**src/rtl/brk_gate.sv**
```systemverilog
module brk_gate #(
  parameter int N_CH  = 2,
  parameter int DIV_W = 6,
  parameter int CNT_W = 4
) (
  input  logic            clk,
  input  logic            rst_n,
  input  logic            dts_ce,
  input  logic            brk_pin,
  input  logic [3:0]      flt_sel,
  input  logic            brk_pol,
  input  logic            brk_en,
  input  logic            auto_en,
  input  logic            sw_set,
  input  logic            sw_clr,
  input  logic            upd_evt,
  input  logic            flag_clr,
  input  logic [N_CH-1:0] en_p,
  input  logic [N_CH-1:0] en_n,
  input  logic [N_CH-1:0] pwm_p,
  input  logic [N_CH-1:0] pwm_n,
  input  logic [N_CH-1:0] idle_p,
  input  logic [N_CH-1:0] idle_n,
  output logic            brk_filt,
  output logic            brk_flag,
  output logic            moe,
  output logic [N_CH-1:0] out_p,
  output logic [N_CH-1:0] out_n
);

  function automatic logic [DIV_W-1:0] div_of(input logic [3:0] s);
    case (s)
      4'd4, 4'd5:         div_of = DIV_W'(2);
      4'd6, 4'd7:         div_of = DIV_W'(4);
      4'd8, 4'd9:         div_of = DIV_W'(8);
      4'd10, 4'd11, 4'd12: div_of = DIV_W'(16);
      4'd13, 4'd14, 4'd15: div_of = DIV_W'(32);
      default:            div_of = DIV_W'(1);
    endcase
  endfunction

  function automatic logic [CNT_W-1:0] need_of(input logic [3:0] s);
    case (s)
      4'd1:                       need_of = CNT_W'(2);
      4'd2:                       need_of = CNT_W'(4);
      4'd10, 4'd13:               need_of = CNT_W'(5);
      4'd4, 4'd6, 4'd8, 4'd11, 4'd14: need_of = CNT_W'(6);
      4'd3, 4'd5, 4'd7, 4'd9, 4'd12, 4'd15: need_of = CNT_W'(8);
      default:                    need_of = CNT_W'(1);
    endcase
  endfunction

  logic [DIV_W-1:0] pcnt, div_m1;
  logic [CNT_W-1:0] run, need;
  logic             lvl, filt_q, moe_q, slow, tick, brk_act;

  assign lvl    = brk_pin ~^ brk_pol;
  assign slow   = flt_sel > 4'd3;
  assign div_m1 = div_of(flt_sel) - DIV_W'(1);
  assign need   = need_of(flt_sel);
  assign tick   = slow ? (dts_ce && pcnt >= div_m1) : 1'b1;

  always_ff @(posedge clk or negedge rst_n) begin
    if (!rst_n)
      pcnt <= '0;
    else if (!slow)
      pcnt <= '0;
    else if (dts_ce)
      pcnt <= (pcnt >= div_m1) ? '0 : pcnt + DIV_W'(1);
  end

  always_ff @(posedge clk or negedge rst_n) begin
    if (!rst_n) begin
      filt_q <= 1'b0;
      run    <= '0;
    end else if (flt_sel == 4'd0) begin
      filt_q <= lvl;
      run    <= '0;
    end else if (tick) begin
      if (lvl == filt_q)
        run <= '0;
      else if (run + CNT_W'(1) >= need) begin
        filt_q <= lvl;
        run    <= '0;
      end else
        run <= run + CNT_W'(1);
    end
  end

  assign brk_filt = (flt_sel == 4'd0) ? lvl : filt_q;
  assign brk_act  = brk_en & brk_filt;

  always_ff @(posedge clk or negedge rst_n) begin
    if (!rst_n)
      moe_q <= 1'b0;
    else if (brk_act || sw_clr)
      moe_q <= 1'b0;
    else if (sw_set || (auto_en && upd_evt))
      moe_q <= 1'b1;
  end

  always_ff @(posedge clk or negedge rst_n) begin
    if (!rst_n)
      brk_flag <= 1'b0;
    else if (brk_act)
      brk_flag <= 1'b1;
    else if (flag_clr)
      brk_flag <= 1'b0;
  end

  assign moe   = moe_q & ~brk_act;
  assign out_p = moe ? ((en_p & pwm_p) | (~en_p & idle_p)) : idle_p;
  assign out_n = moe ? ((en_n & pwm_n) | (~en_n & idle_n)) : idle_n;

endmodule

```
**config.mk**
```make
export PLATFORM = sky130hd
export DESIGN_NAME = brk_gate
export DESIGN_NICKNAME = d
export VERILOG_FILES = /design/src/rtl/brk_gate.sv
export SDC_FILE = /design/constraint.sdc
export NUM_CORES = 1
export LEC_CHECK = 0
export ABC_AREA = 0
export BUFFER_PORTS_ARGS = -buffer_cell sky130_fd_sc_hd__buf_4
export CAP_MARGIN = 15
export CORE_UTILIZATION = 56
export CTS_BUF_LIST = sky130_fd_sc_hd__clkbuf_8 sky130_fd_sc_hd__clkbuf_16
export DETAILED_ROUTE_END_ITERATION = 10
export GPL_ROUTABILITY_DRIVEN = 0
export PLACE_DENSITY = 0.85
export SYNTH_ARGS = -nofsm -noshare
export SYNTH_HDL_FRONTEND = slang
export SYNTH_SLANG_ARGS = --single-unit
```
**constraint.sdc**
```tcl
create_clock -name clk -period 3 [get_ports clk]
set_input_delay 0.45 -clock clk [delete_from_list [all_inputs] [get_ports clk]]
set_output_delay 0.45 -clock clk [all_outputs]
set_load 0.1 [all_outputs]
```
==> flow_summary_export.csv, run 1 <==
group,metric,value,unit
outcome,status,"finished, final reports clean",
global_routing,antenna_found_initial,0,
synth,netlist_area,1230,um^2
clocking,cts.sinks,13,
hold_path,worstHoldPathType,"input pin to asynchronous set/reset pin",
clocking,cts.repair.resized,0,
global_routing,grt_usage,27.8,%
synth,syn-instance-count,137,
job,max_cap_violations,0,
floorplanning,die_area,2390,um^2
routing,top_layer_used,"met4",
routing,wl_met1,1160,um
synth,syn_area_per_cell,8.97,um^2
cells_and_area,final_nets,216,
power_and_ir_drop,powerDensity,641,nW/um^2
routing,drt_iter0_drc,19,
routing,antenna_left,0,
timing,rsz0062_at_grt,"no",
clocking,cts_hold_buf,0,
routing,num_vias,1149,
clocking,htree_levels,1,
routing,wirelength,2890,um
synth,yosys_warnings,0,
routing,met3WireLength,157,um
synth,synth_fp_nets,182,
timing,drv_slew,0,
routing,dr_wl_met2,1500,um
synth,synth_edf_count,0,
timing,slew_headroom,74.9,%
critical_path,cp-start-kind,"input pin",
synth,synth_seq_area_share,26.5,%
floorplanning,core,2020,um^2
floorplanning,dieHeight,48.8,um
clocking,insertion_delay,0.24,ns
clocking,clockBufferDepth,2,
cells_and_area,drive_above_1_share,30.6,%
power_and_ir_drop,switchingPower,0.000474,W
critical_path,crit_required,3.11,ns
power_and_ir_drop,ir_worst_vdd,477,uV
power_and_ir_drop,intPower,0.000528,W
timing,setup-violations-final,0,
clocking,cts.clk_slew.worst_paths,0.06,ns
synth,synth_ff_type,"dfrtp_1",
critical_path,r2r_setup_slack,0.96,ns
critical_path,arrival,2.85,ns
power_and_ir_drop,p_comb_share,55.9,%
place,port_buffers,33,
clocking,root_buffer,"clkbuf_8",
timing,fin_skew,0.00524,ns
power_and_ir_drop,power_frac_seq,28.8,%
critical_path,r2r_cells,7,
global_routing,grt_remaining_overflow,0,
routing,routed_via_density,5.83,
synth,ys_seq_elements,13,
timing,hold_viol,0,
routing,wl_per_cell,14.7,um
floorplanning,initial_core_util,60.8,%
floorplanning,dieWidth,48.8,um
synth,synthArstFlopShare,100,%
critical_path,crit_type,"input pin to flop",
clocking,cts_setup_buffers,0,
timing,hold_ws,0.0370,ns
place,dpl_worst_slack,0.0548,ns
floorplanning,rows,16,
power_and_ir_drop,clkPwrFrac,15.4,%
power_and_ir_drop,p_leak,0.756,nW
synth,ys_types,37,
critical_path,critPathMaxFanout,16,
timing,fin_crit,2.74,ns
cells_and_area,diodes,0,
critical_path,endpoint_kind,"flop",
routing,drc_errors,0,
global_routing,grt_max_degree,17,
place,hpwl,2330,um
clocking,cts_buffers,3,
floorplanning,boundaryPins,34,
global_routing,grt_pass1_wl,5050,um
global_routing,grt_pass1_vias,1143,
clocking,cts_tree,"done",
timing,fin_ws,0.262,ns
critical_path,r2r-end,"filt_q",
timing,worst_pin_slew,0.375,ns
timing,min_period_over_period,91.3,%
routing,drtPass1Iterations,4,
cells_and_area,syn_to_final_growth,27.3,%
power_and_ir_drop,switching_share,47.3,%
timing,max_freq,365,MHz
critical_path,rr_startpoint,"run[0]",
==> power groups by stage <==
stage	combinational [W]	sequential (W)	clock, W
after floorplan	0.000396	0.000309	0
after global placement	0.000532	0.000285	0
after detailed placement	0.000554	0.000290	0
after CTS	0.000559	0.000288	0.000154
after global routing	0.000608	0.000297	0.000166
final	0.000560	0.000288	0.000154
==> worst max path at each step <==
| stage | from | end | slack (ns) | depth (start not counted) |
|---|---|---|---|---|
| 6_report | flt_sel[2] | run[0] | 0.26 | 12 |
| 5_1_grt | flt_sel[2] | run[0] | 0.06 | 12 |
| 4_1_cts | flt_sel[1] | out_p[1] | 0.26 | 9 |
| 3_5_place_dp | flt_sel[2] | run[0] | 0.05 | 12 |
| 3_3_place_gp | flt_sel[2] | filt_q | 0.17 | 12 |
| 2_1_floorplan | flt_sel[1] | out_n[0] | -0.09 | 7 |
==> cells by family after synthesis <==
kind of cell             count (synthesis)  synth area share, %
buffers and inverters                   13                 4.28
AND/OR/NAND/NOR                         42                 17.5
adder cells (fa/ha/maj)                 18                 18.3
flip-flops                              13                 26.5
AO/OA/AOI/OAI                           35                 18.9
multiplexers                             8                 8.76
XOR/XNOR                                 8                 5.70
==> cell type report <==
class / instances / area (um^2)
multi-input cells: 111 / 870
inverters: 9 / 41.3
clock buffers: 3 / 41.3
flip-flops and latches: 13 / 325
repair buffers: 33 / 248
well taps: 27 / 33.8
fillers: 149 / 458
clock inverters: 1 / 5.00
==> cell usage in the layout, fill, tap and decap left out, drive strengths merged, types with 5 or more instances in the layout <==
cell type  netlist  final
o21ai           14     14
ha              18     18
nand3            7      7
nand2           14     14
inv              9      7
a211oi           5      5
xor2             5      5
buf              1     33
dfrtp           13     13
mux2             7      7
a21oi            6      6
nor2             7      7
==> registers in the layout, summed over array words and instances, names as in the netlist <==
name,cells
moe_q,1
run,4
pcnt,6
filt_q,1
brk_flag,1
==> worst max-delay path, stage by stage <==
cell,delay [ns]
buf_4,0.17
nor2_2,0.19
inv_1,0.08
ha_1,0.22
or3_1,0.34
a21oi_1,0.13
a31oi_1,0.05
ha_1,0.30
nand4_1,0.11
o211ai_2,0.35
and2_0,0.34
mux2i_1,0.12
==> cell usage after synthesis, types with 2 or more instances <==
library cell | n | area share [%]
a211oi_1 | 4 | 2.4
a21o_1 | 2 | 1.2
a21oi_1 | 6 | 2.4
clkbuf_1 | 3 | 0.92
dfrtp_1 | 13 | 26
ha_1 | 18 | 18
inv_1 | 9 | 2.7
mux2_2 | 2 | 1.8
mux2_4 | 5 | 6.1
nand2_1 | 14 | 4.3
nand2b_1 | 3 | 1.5
nand3_1 | 7 | 2.9
nand4_1 | 2 | 1.0
nor2_1 | 6 | 1.8
o211ai_1 | 2 | 1.2
o21ai_0 | 13 | 5.3
or3_1 | 2 | 1.0
xnor2_1 | 3 | 2.1
xor2_1 | 5 | 3.6
==> stage by stage <==
stage               power (W)  cells  TNS (ns)  utilization, %  area (um^2)
floorplan            0.000705    137    -0.356               -         1250
global placement     0.000817    193         0            75.1         1520
detailed placement   0.000844    193         0            75.1         1520
CTS                   0.00100    197         0            77.4         1560
global route          0.00107    197         0            77.4         1560
finish                0.00100    197         0            77.4         1560
==> layer usage <==
metal,vias up,global-route usage (%)
met1,539,32.1
met5,-,0
met2,47,50.0
li1,555,-
met4,0,11.8
met3,8,4.98
(Power assumes the default switching activity.)
==> run 2: changes to the inputs <==
CORE_UTILIZATION = 47   (was 56)
PLACE_DENSITY = 0.76   (was 0.85)
clock period = 2.4 ns   (was 3 ns; I/O delays follow)
==> flow_summary_export.csv, run 2 (synthesis gave the netlist of run 1 again) <==
group,metric,value,unit
hold_path,worstHoldPathType,"input pin to flop",
routing,antenna_left,0,
critical_path,r2r_setup_slack,0.31,ns
place,hpwl,2440,um
critical_path,r2r_cells,7,
cells_and_area,finalNonFillerCells,218,
floorplanning,dieHeight,53.1,um
critical_path,arrival,2.03,ns
clocking,clockBufferDepth,2,
cells_and_area,drive_above_1_share,41.0,%
critical_path,crit_family,"multiplexers",
cells_and_area,top_register,"pcnt",
clocking,insertion_delay,0.25,ns
floorplanning,die_area,2820,um^2
critical_path,crit_buf_inv,3,
cells_and_area,design_area,1790,um^2
timing,fin_skew,0.000593,ns
clocking,cts.sinks,13,
place,dpl_cell_area,1620,um^2
clocking,cts_tree,"done",
global_routing,grt_max_degree,15,
place,dpl_worst_slack,-0.261,ns
routing,wirelength,3240,um
timing,max_freq,418,MHz
floorplanning,core,2480,um^2
clocking,cts.clk_slew.worst_paths,0.06,ns
cells_and_area,top_regs,"pcnt: 6 flops, run: 4 flops",
job,max_cap_violations,0,
clocking,root_buffer,"clkbuf_8",
critical_path,crit_required,2.04,ns
place,port_buffers,33,
hold_path,min_path_cells,2,
cells_and_area,largest_register_ffs,6,
cells_and_area,final_nets,234,
timing,worst_pin_slew,0.317,ns
place,dp_cells,208,
power_and_ir_drop,p_leak,0.867,nW
cells_and_area,diodes,0,
critical_path,r2r-end,"run[0]",
floorplanning,initial_core_util,49.6,%
floorplanning,rows,18,
timing,drv_slew,0,
timing,hold_viol,0,
routing,drt_iter0_drc,21,
hold_path,worstHoldStart,"sw_clr",
power_and_ir_drop,powerDensity,769,nW/um^2
critical_path,cp_cell_sequence,"buf_4, buf_4, nor3b_4, mux2_4, a21boi_4, nand2_1, mux2_4, buf_12",
timing,min_period_over_period,99.6,%
global_routing,grt_usage,24.8,%
timing,slew_headroom,78.7,%
timing,fin_ws,0.00932,ns
global_routing,antenna_found_initial,0,
hold_path,holdPathEnd,"moe_q",
global_routing,grt_pass1_vias,1144,
critical_path,slowest_stage,"mux2_4",
critical_path,rr_startpoint,"run[0]",
routing,num_vias,1167,
power_and_ir_drop,p_total,0.00138,W
critical_path,endpoint_kind,"primary output",
critical_path,max_stage_delay,0.34,ns
power_and_ir_drop,ir_worst_vdd,625,uV
routing,routed_via_density,5.35,
timing,setup-violations-final,0,
global_routing,grt_remaining_overflow,0,
clocking,htree_levels,1,
cells_and_area,layout_common_cells,"buf_4, ha_1, nand2_1, dfrtp_1, o21ai_0",
cells_and_area,syn_to_final_growth,45.6,%
outcome,status,"finished, final reports clean",
critical_path,crit_type,"input pin to primary output",
floorplanning,boundaryPins,34,
cells_and_area,layout_commonest_cell,"buf_4",
routing,wl_per_cell,14.9,um
clocking,cts_buffers,3,
routing,drc_errors,0,
timing,rsz0062_at_grt,"yes",
global_routing,grt_pass1_wl,4890,um
critical_path,cp-start-kind,"input pin",
critical_path,critPathMaxFanout,14,
timing,fin_crit,2.39,ns
routing,drtPass1Iterations,4,
floorplanning,dieWidth,53.1,um
## run 2: area by class of cell
class / count / area [um^2]
inverters: 9 / 41.3
clock buffers: 3 / 41.3
multi-input cells: 111 / 901
flip-flops and latches: 13 / 325
repair buffers: 51 / 438
well taps: 30 / 37.5
fillers: 204 / 688
clock inverters: 1 / 5.00
## run 2: how the worst max path moves through the flow
stage	start	end	slack (ns)	depth (start not counted)
global placement	flt_sel[1]	run[0]	-0.15	12
CTS	flt_sel[2]	out_n[0]	0.002	8
finish	flt_sel[2]	out_n[0]	0.009	8
global route	flt_sel[1]	pcnt[2]	-0.05	13
floorplan	flt_sel[1]	out_n[0]	-0.51	7
detailed placement	flt_sel[1]	run[0]	-0.26	12
## run 2: repair_timing
item                                    CTS  global route
endpoints found under the setup margin    5            13
endpoints found under the hold margin    13             0
hold buffers                              1             0
gates resized for setup                  10            13
pin swaps                                 3             8
setup buffers                             4             1
cloned                                    0             0
## run 2: through the flow
stage | utilization [%] | setup TNS [ns] | hold WS [ns]
detailed placement | 65.4 | -2.35 | 0.213
floorplan | - | -2.04 | 0.0644
global placement | 65.4 | -1.28 | 0.210
global route | 72.2 | -0.308 | 0.267
CTS | 70.3 | 0 | 0.260
finish | 72.2 | 0 | 0.260
## run 2: power breakdown
part           switching (W)  total [W]  internal (W)  leakage, nW
logic               0.000470   0.000812      0.000342        0.669
clock network      0.0000874   0.000203      0.000115       0.0255
registers          0.0000785   0.000362      0.000283        0.172
## run 2: worst reg2reg max path, stage by stage, from the launching register on
cell and delay [ns]:
dfrtp_1 0.44, ha_1 0.27, xor2_1 0.16, ha_1 0.29, o21ai_0 0.22, o211ai_1 0.19
nand3b_1 0.25, mux2i_1 0.19
## run 2: layer usage
layer	vias up	track usage [%]	share of wire, %
met5	-	0	0
met4	0	10.1	1.6
met3	5	2.01	1.4
met2	18	50.6	58
met1	551	25.0	38
li1	593	-	-
